## config.mk

```make
export PLATFORM = sky130hd
export DESIGN_NAME = otp_policy_ctrl
export DESIGN_NICKNAME = d
export VERILOG_FILES = /design/src/rtl/otp_pol_pkg.sv /design/src/rtl/otp_read_gate.sv /design/src/rtl/otp_row_gate.sv /design/src/rtl/otp_row_store.sv /design/src/rtl/otp_policy_ctrl.sv
export SDC_FILE = /design/constraint.sdc
export NUM_CORES = 1
export LEC_CHECK = 0
export ABC_AREA = 1
export BUFFER_PORTS_ARGS = -buffer_cell sky130_fd_sc_hd__buf_4
export CAP_MARGIN = 20
export CORE_AREA = 2 2 555 557
export CTS_CLUSTER_DIAMETER = 40
export DETAILED_ROUTE_END_ITERATION = 8
export DIE_AREA = 0 0 557 559
export PLACE_DENSITY_LB_ADDON = 0.3
export SLEW_MARGIN = 20
export SYNTH_ARGS = -nofsm -noshare
export SYNTH_HDL_FRONTEND = slang
export SYNTH_SLANG_ARGS = --single-unit
```

## constraint.sdc

```tcl
create_clock -name clk -period 5.2 [get_ports clk]
set_input_delay 0.52 -clock clk [delete_from_list [all_inputs] [get_ports clk]]
set_output_delay 0.52 -clock clk [all_outputs]
set_load 0.1 [all_outputs]
```

## src/rtl/otp_pol_pkg.sv

```systemverilog
package otp_pol_pkg;

    localparam int HOST_W = 8;
    localparam int DATA_W = 32;

    localparam logic [HOST_W-1:0] OWNER_ANY  = 8'd128;
    localparam logic [HOST_W-1:0] OWNER_NONE = 8'd0;

    typedef enum logic [2:0] {
        OP_READ     = 3'd0,
        OP_WRITE    = 3'd1,
        OP_LOCK     = 3'd2,
        OP_QUERY    = 3'd3,
        OP_SOFTLOCK = 3'd4
    } otp_op_e;

    typedef enum logic [2:0] {
        ST_OK       = 3'd0,
        ST_PERM     = 3'd1,
        ST_SECURE   = 3'd2,
        ST_ROWLOCK  = 3'd3,
        ST_SOFTLOCK = 3'd4,
        ST_BADIDX   = 3'd5
    } otp_status_e;

    typedef struct packed {
        logic              valid;
        otp_status_e       status;
        logic [DATA_W-1:0] data;
    } otp_rsp_t;

    // Owner policy: 0 blocks all, 128 opens to all, otherwise exact match.
    function automatic logic owner_allows(input logic [HOST_W-1:0] owner,
                                          input logic [HOST_W-1:0] host);
        if (owner == OWNER_NONE) return 1'b0;
        if (owner == OWNER_ANY)  return 1'b1;
        return owner == host;
    endfunction

endpackage

```

## src/rtl/otp_read_gate.sv

```systemverilog
module otp_read_gate
    import otp_pol_pkg::*;
#(
    parameter int NUM_REGS = 32,
    parameter int IDX_W    = 6
) (
    input  logic [IDX_W-1:0]           idx,
    input  logic [HOST_W-1:0]          host,
    input  logic [NUM_REGS*HOST_W-1:0] owner_flat,
    input  logic [NUM_REGS-1:0]        secure,
    input  logic [NUM_REGS*DATA_W-1:0] shadow_flat,
    output otp_status_e                status,
    output logic [DATA_W-1:0]          data
);
    localparam int SEL_W = $clog2(NUM_REGS);

    logic             in_range;
    logic [SEL_W-1:0] sel;
    logic [HOST_W-1:0] owner;

    always_comb begin
        in_range = (32'(idx) < NUM_REGS);
        sel      = idx[SEL_W-1:0];
        owner    = owner_flat[sel*HOST_W +: HOST_W];
        data     = '0;
        if (!in_range) begin
            status = ST_BADIDX;
        end else if (!owner_allows(owner, host)) begin
            status = ST_PERM;
        end else if (secure[sel]) begin
            status = ST_SECURE;
        end else begin
            status = ST_OK;
            data   = shadow_flat[sel*DATA_W +: DATA_W];
        end
    end

endmodule

```

## src/rtl/otp_row_gate.sv

```systemverilog
module otp_row_gate
    import otp_pol_pkg::*;
#(
    parameter int NUM_ROWS = 42,
    parameter int IDX_W    = 6
) (
    input  otp_op_e           op,
    input  logic [HOST_W-1:0] host,
    input  logic [HOST_W-1:0] write_host,
    input  logic [IDX_W-1:0]  idx,
    input  logic              soft_locked,
    input  logic              row_locked,
    output otp_status_e       status,
    output logic              do_write,
    output logic              do_lock,
    output logic              do_soft
);
    logic in_range;
    logic is_writer;

    always_comb begin
        in_range  = (32'(idx) < NUM_ROWS);
        is_writer = (host == write_host);
        status    = ST_OK;
        do_write  = 1'b0;
        do_lock   = 1'b0;
        do_soft   = 1'b0;
        case (op)
            OP_WRITE: begin
                if (!is_writer)       status = ST_PERM;
                else if (!in_range)   status = ST_BADIDX;
                else if (soft_locked) status = ST_SOFTLOCK;
                else if (row_locked)  status = ST_ROWLOCK;
                else                  do_write = 1'b1;
            end
            OP_LOCK: begin
                if (!is_writer)     status = ST_PERM;
                else if (!in_range) status = ST_BADIDX;
                else                do_lock = 1'b1;
            end
            OP_SOFTLOCK: begin
                if (!is_writer) status = ST_PERM;
                else            do_soft = 1'b1;
            end
            OP_QUERY: begin
                if (!in_range) status = ST_BADIDX;
            end
            default: status = ST_BADIDX;
        endcase
    end

endmodule

```

## src/rtl/otp_row_store.sv

```systemverilog
module otp_row_store
    import otp_pol_pkg::*;
#(
    parameter int NUM_ROWS = 42,
    parameter int ROW_W    = 25,
    parameter int IDX_W    = 6
) (
    input  logic                      clk,
    input  logic                      rst,
    input  logic [IDX_W-1:0]          idx,
    input  logic                      wr_en,
    input  logic [ROW_W-1:0]          wr_bits,
    input  logic                      lock_en,
    input  logic                      soft_set,
    output logic [ROW_W-1:0]          sel_row,
    output logic                      sel_lock,
    output logic                      soft_lk,
    output logic [NUM_ROWS-1:0]       lock_vec,
    output logic [NUM_ROWS*ROW_W-1:0] row_vec
);
    localparam int SEL_W = $clog2(NUM_ROWS);

    // Fuse contents and permanent locks: start unprogrammed, never reset.
    logic [NUM_ROWS-1:0][ROW_W-1:0] row_q  = '0;
    logic [NUM_ROWS-1:0]            lock_q = '0;
    logic                           soft_q;
    logic                           in_range;
    logic [SEL_W-1:0]               sel;

    always_comb begin
        in_range = (32'(idx) < NUM_ROWS);
        sel      = idx[SEL_W-1:0];
        sel_row  = in_range ? row_q[sel]  : '0;
        sel_lock = in_range ? lock_q[sel] : 1'b0;
    end

    always_ff @(posedge clk) begin
        if (!rst && wr_en && in_range)   row_q[sel]  <= row_q[sel] | wr_bits;
        if (!rst && lock_en && in_range) lock_q[sel] <= 1'b1;
    end

    always_ff @(posedge clk) begin
        if (rst)           soft_q <= 1'b0;
        else if (soft_set) soft_q <= 1'b1;
    end

    assign soft_lk  = soft_q;
    assign lock_vec = lock_q;
    assign row_vec  = row_q;

endmodule

```

## src/rtl/otp_policy_ctrl.sv

```systemverilog
module otp_policy_ctrl
    import otp_pol_pkg::*;
#(
    parameter  int NUM_REGS = 32,
    parameter  int NUM_ROWS = 42,
    parameter  int ROW_W    = 25,
    localparam int IDX_W    = $clog2((NUM_REGS > NUM_ROWS) ? NUM_REGS : NUM_ROWS)
) (
    input  logic                       clk,
    input  logic                       rst,
    input  logic                       req_valid,
    input  logic [2:0]                 req_op,
    input  logic [HOST_W-1:0]          req_host,
    input  logic [IDX_W-1:0]           req_idx,
    input  logic [ROW_W-1:0]           req_wdata,
    input  logic [ROW_W-1:0]           req_wmask,
    input  logic [NUM_REGS*HOST_W-1:0] cfg_owner,
    input  logic [NUM_REGS-1:0]        cfg_secure,
    input  logic [HOST_W-1:0]          cfg_write_host,
    input  logic [NUM_REGS*DATA_W-1:0] shadow_data,
    output logic                       rsp_valid,
    output logic [2:0]                 rsp_status,
    output logic [DATA_W-1:0]          rsp_data
);
    otp_op_e                   op;
    otp_status_e               rd_status, row_status;
    logic [DATA_W-1:0]         rd_data;
    logic                      g_write, g_lock, g_soft;
    logic [ROW_W-1:0]          prog_bits;
    logic [ROW_W-1:0]          sel_row;
    logic                      sel_lock;
    logic                      soft_lk;
    logic [NUM_ROWS-1:0]       lock_vec;
    logic [NUM_ROWS*ROW_W-1:0] row_vec;
    otp_rsp_t                  rsp_d, rsp_q;

    assign op        = otp_op_e'(req_op);
    assign prog_bits = req_wdata & req_wmask;

    otp_read_gate #(.NUM_REGS(NUM_REGS), .IDX_W(IDX_W)) rd_gate_i (
        .idx(req_idx), .host(req_host), .owner_flat(cfg_owner),
        .secure(cfg_secure), .shadow_flat(shadow_data),
        .status(rd_status), .data(rd_data)
    );

    otp_row_gate #(.NUM_ROWS(NUM_ROWS), .IDX_W(IDX_W)) row_gate_i (
        .op(op), .host(req_host), .write_host(cfg_write_host), .idx(req_idx),
        .soft_locked(soft_lk), .row_locked(sel_lock), .status(row_status),
        .do_write(g_write), .do_lock(g_lock), .do_soft(g_soft)
    );

    otp_row_store #(.NUM_ROWS(NUM_ROWS), .ROW_W(ROW_W), .IDX_W(IDX_W)) store_i (
        .clk(clk), .rst(rst), .idx(req_idx),
        .wr_en(req_valid && g_write), .wr_bits(prog_bits),
        .lock_en(req_valid && g_lock), .soft_set(req_valid && g_soft),
        .sel_row(sel_row), .sel_lock(sel_lock), .soft_lk(soft_lk),
        .lock_vec(lock_vec), .row_vec(row_vec)
    );

    always_comb begin
        rsp_d        = '0;
        rsp_d.valid  = req_valid;
        rsp_d.status = (op == OP_READ) ? rd_status : row_status;
        if (req_valid && rsp_d.status == ST_OK) begin
            case (op)
                OP_READ:  rsp_d.data = rd_data;
                OP_WRITE: rsp_d.data = DATA_W'(sel_row | prog_bits);
                OP_QUERY: rsp_d.data = DATA_W'({sel_lock, sel_row});
                default:  rsp_d.data = '0;
            endcase
        end
        if (!req_valid) rsp_d.status = ST_OK;
    end

    always_ff @(posedge clk) begin
        if (rst) rsp_q <= '0;
        else     rsp_q <= rsp_d;
    end

    assign rsp_valid  = rsp_q.valid;
    assign rsp_status = rsp_q.status;
    assign rsp_data   = rsp_q.data;

endmodule

```

==> summary.txt <==
Outcome
  • Status: complete, no violations

Detailed routing
  • Post-DR wirelength/cell: 32.9 µm
  • First-pass iteration count of the detailed router: 9
  • Detailed-route DRC error count: 0
  • Remaining antenna violation count: 0
  • Via density: ~4.6
  • 1st-iter DRT viols: 4815
  • Total wire length: 354000 µm
  • Vias: a little under 50000

Yosys
  • Top-area cell type share of the netlist area: 0.616
  • Synth Warn #: 0
  • Syn_nets: 6403
  • Register area share after synthesis: 0.630
  • Post-synth EDFFs: 1092
  • Most used DFF post-synth: edfxtp_1
  • Yosys reg bits: 1129
  • Post-synth top cells: nand2_1 (1372), edfxtp_1 (1092), inv_1 (330)
  • Top cells by area, synth: edfxtp_1 (62%), nand2_1 (9.7%), a221oi_1 (3.8%)
  • Yosys top cell by area: edfxtp_1
  • Mapped Cells: 5013
  • Syn Std Cell Area: 53200 µm²
  • Avg Cell Area, Syn: 10.6 µm²
  • Most numerous cell in the Yosys netlist: nand2_1
  • Async set-reset flop share out of synthesis: 0
  • Post-synth cell types: 55

Setup path
  • Largest stage delay, worst path: 0.48 ns
  • R2r worst-path depth: 11
  • CP endpoint kind: register
  • Crit path kind: input pin to register
  • Worst setup SP type: input pin
  • Most used cell, CP: buf_4
  • Crit path cell chain: buf_4 > nand2_4 > nor2_4 > buf_4 > buf_12 > a22oi_1 > buf_4 > nand4_1 > nand3_1 > o21ai_0 > buf_4 > nand4_1 > buf_4 > nand2_1 > nor2_1 > nor2_2
  • Crit Path Max Fanout: 54
  • CP Data Arrival Time: between 4 and 5 ns
  • Worst endpoint required time: 5.88 ns
  • Worst path slowest cell: buf_4

Placed design
  • PortBufs: 1425
  • Hpwl dp: ~270000 µm
  • Placement Setup Slack: 0.229 ns
  • Cell Area, Placed: about 70000 µm²
  • RePlAce Congestion: 1.01

Floorplan
  • Die area: 311000 µm²
  • Num rows: 203
  • Core Area: just over 300000 µm²
  • IO Count: around 1400
  • Die X: 557 µm
  • Initial Utilization: 0.174
  • DIE HEIGHT: 559 µm

Timing
  • Finish-stage setup viols: 0
  • Max-Slew Margin vs Limit: 0.222
  • Final Critical Period: 3.82 ns
  • Worst Clk Skew: between 0.02 and 0.03 ns
  • Hold WS: between 0.05 and 0.06 ns
  • Setup ws final: approximately 1.4 ns
  • Final Hold Viols: 0
  • Setup TNS: 0 ns
  • Worst-margin pin slew: 1.17 ns
  • Final period utilization: 0.735
  • Max Fclk: 0.262 GHz
  • RSZ-0062 raised after global routing: false
  • Final slew viol count: 0

CTS
  • Postcts setup bufs: 0
  • Clock transition at path regs: 0.05 ns
  • H-tree levels: 4
  • Clock root cell: clkbuf_16
  • Max Root-Sink Buffers: 3
  • Clk Latency, worst-skew pair: 0.77 ns
  • Number of CTS-inserted buffers: 143
  • Clock sinks: around 1100
  • TritonCTS clock tree: yes

Worst hold path
  • Worst min-delay path category: input pin to register
  • Hold Path Cell Cnt: 3

Power
  • Leak pwr: 28.8 nW
  • Maximum VDD drop: between 0.2 and 0.25 mV
  • Pwr dens: 315 nW/µm²

Global routing
  • Largest net degree at the start of global routing: 86
  • Initial antenna violation count: 93
  • First-pass GRT wire length: 458000 µm
  • Aggregate global routing overflow: 0
  • Vias in the first global route: 48900
  • Total GRT Usage: 0.218

Finish
  • Final instance area: 75200 µm²
  • Share of cells above drive strength 1: 0.307
  • Area grow syn2layout: 41.3%
  • Post-layout nets: 7874

Run
  • Max cap viols: 0
==> final timing paths <==
kind,endpoint,slack [ns],from
worst max-delay path,rsp_data[21],1.38,req_idx[1]
worst min-delay path,store_i.soft_lk,0.06,req_valid
worst max register to register,store_i.row_vec[667],2.26,store_i.lock_vec[24]
worst min register to register,store_i.soft_lk,0.51,store_i.soft_lk
==> logic make-up after synthesis <==
logic type             share of synthesized area
AND/OR/NAND/NOR                            0.185
flip-flops                                 0.630
AO/OA/AOI/OAI                              0.130
buffers and inverters                     0.0536
XOR/XNOR                                0.000987
==> sequential cells by signal, summed over array words and instances, names as in the netlist <==
name              flops
rsp_data             32
rsp_status            3
rsp_valid             1
store_i.lock_vec     42
store_i.row_vec    1050
store_i.soft_lk       1
==> placed cells by master, fill, tap and decap left out, types with 23 or more instances in the layout <==
cell type / count
nand3_1: 201
a22oi_1: 235
nand2_1: 1370
nand4_1: 262
o211ai_1: 37
edfxtp_1: 1092
dfxtp_1: 37
nor2_2: 33
inv_1: 329
diode_2: 40
nor2_1: 273
clkbuf_16: 148
clkinv_2: 23
clkbuf_1: 24
a22o_1: 128
buf_4: 1606
a221oi_1: 226
a21oi_1: 100
o21ai_0: 99
nor3_2: 41
buf_12: 49
==> final cells by class <==
class | count | area, µm²
Inverter | 345 | 1330
Sequential cell | 1129 | 33500
Clock inverter | 91 | 1030
Timing Repair Buffer | 1658 | 13100
Tap cell | 4100 | 5130
Clock buffer | 172 | 3790
Multi-Input combinational cell | 3207 | 17200
Antenna cell | 40 | 100
Fill cell | 32900 | 230000
==> metrics by stage <==
step | utilization | power (mW) | instances
2_1_floorplan | - | 11.5 | 5013
3_3_place_gp | 0.230 | 13.8 | 10400
3_5_place_dp | 0.230 | 13.8 | 10400
4_1_cts | 0.246 | 23.9 | 10700
5_1_grt | 0.246 | 24.4 | 10700
6_report | 0.247 | 23.7 | 10700
==> where the power goes <==
part	switching, mW	internal (mW)
Clock	3.99	6.15
Sequential	0.000627	10.2
Combinational	2.14	1.24
==> critical path, delay by kind of cell <==
kind | cells | cell delay (ns)
and+or+nand+nor | 8 | 1.38
buffers and inverters | 6 | 1.76
AOI/OAI and AO/OA | 2 | 0.56
==> per-layer routing <==
layer,up-vias,share of wire,track usage,wire [µm]
li1,21400,-,-,-
met5,-,0.00084,0,298
met2,2522,0.48,0.370,172000
met4,48,0.042,0.0873,14700
met1,24900,0.40,0.267,141000
met3,450,0.075,0.0461,26400
==> timing repair <==
item	CTS	global route
endpoints found under the hold margin	2	0
gates resized for setup	0	0
hold buffers	1	0
(Power assumes the default switching activity.)
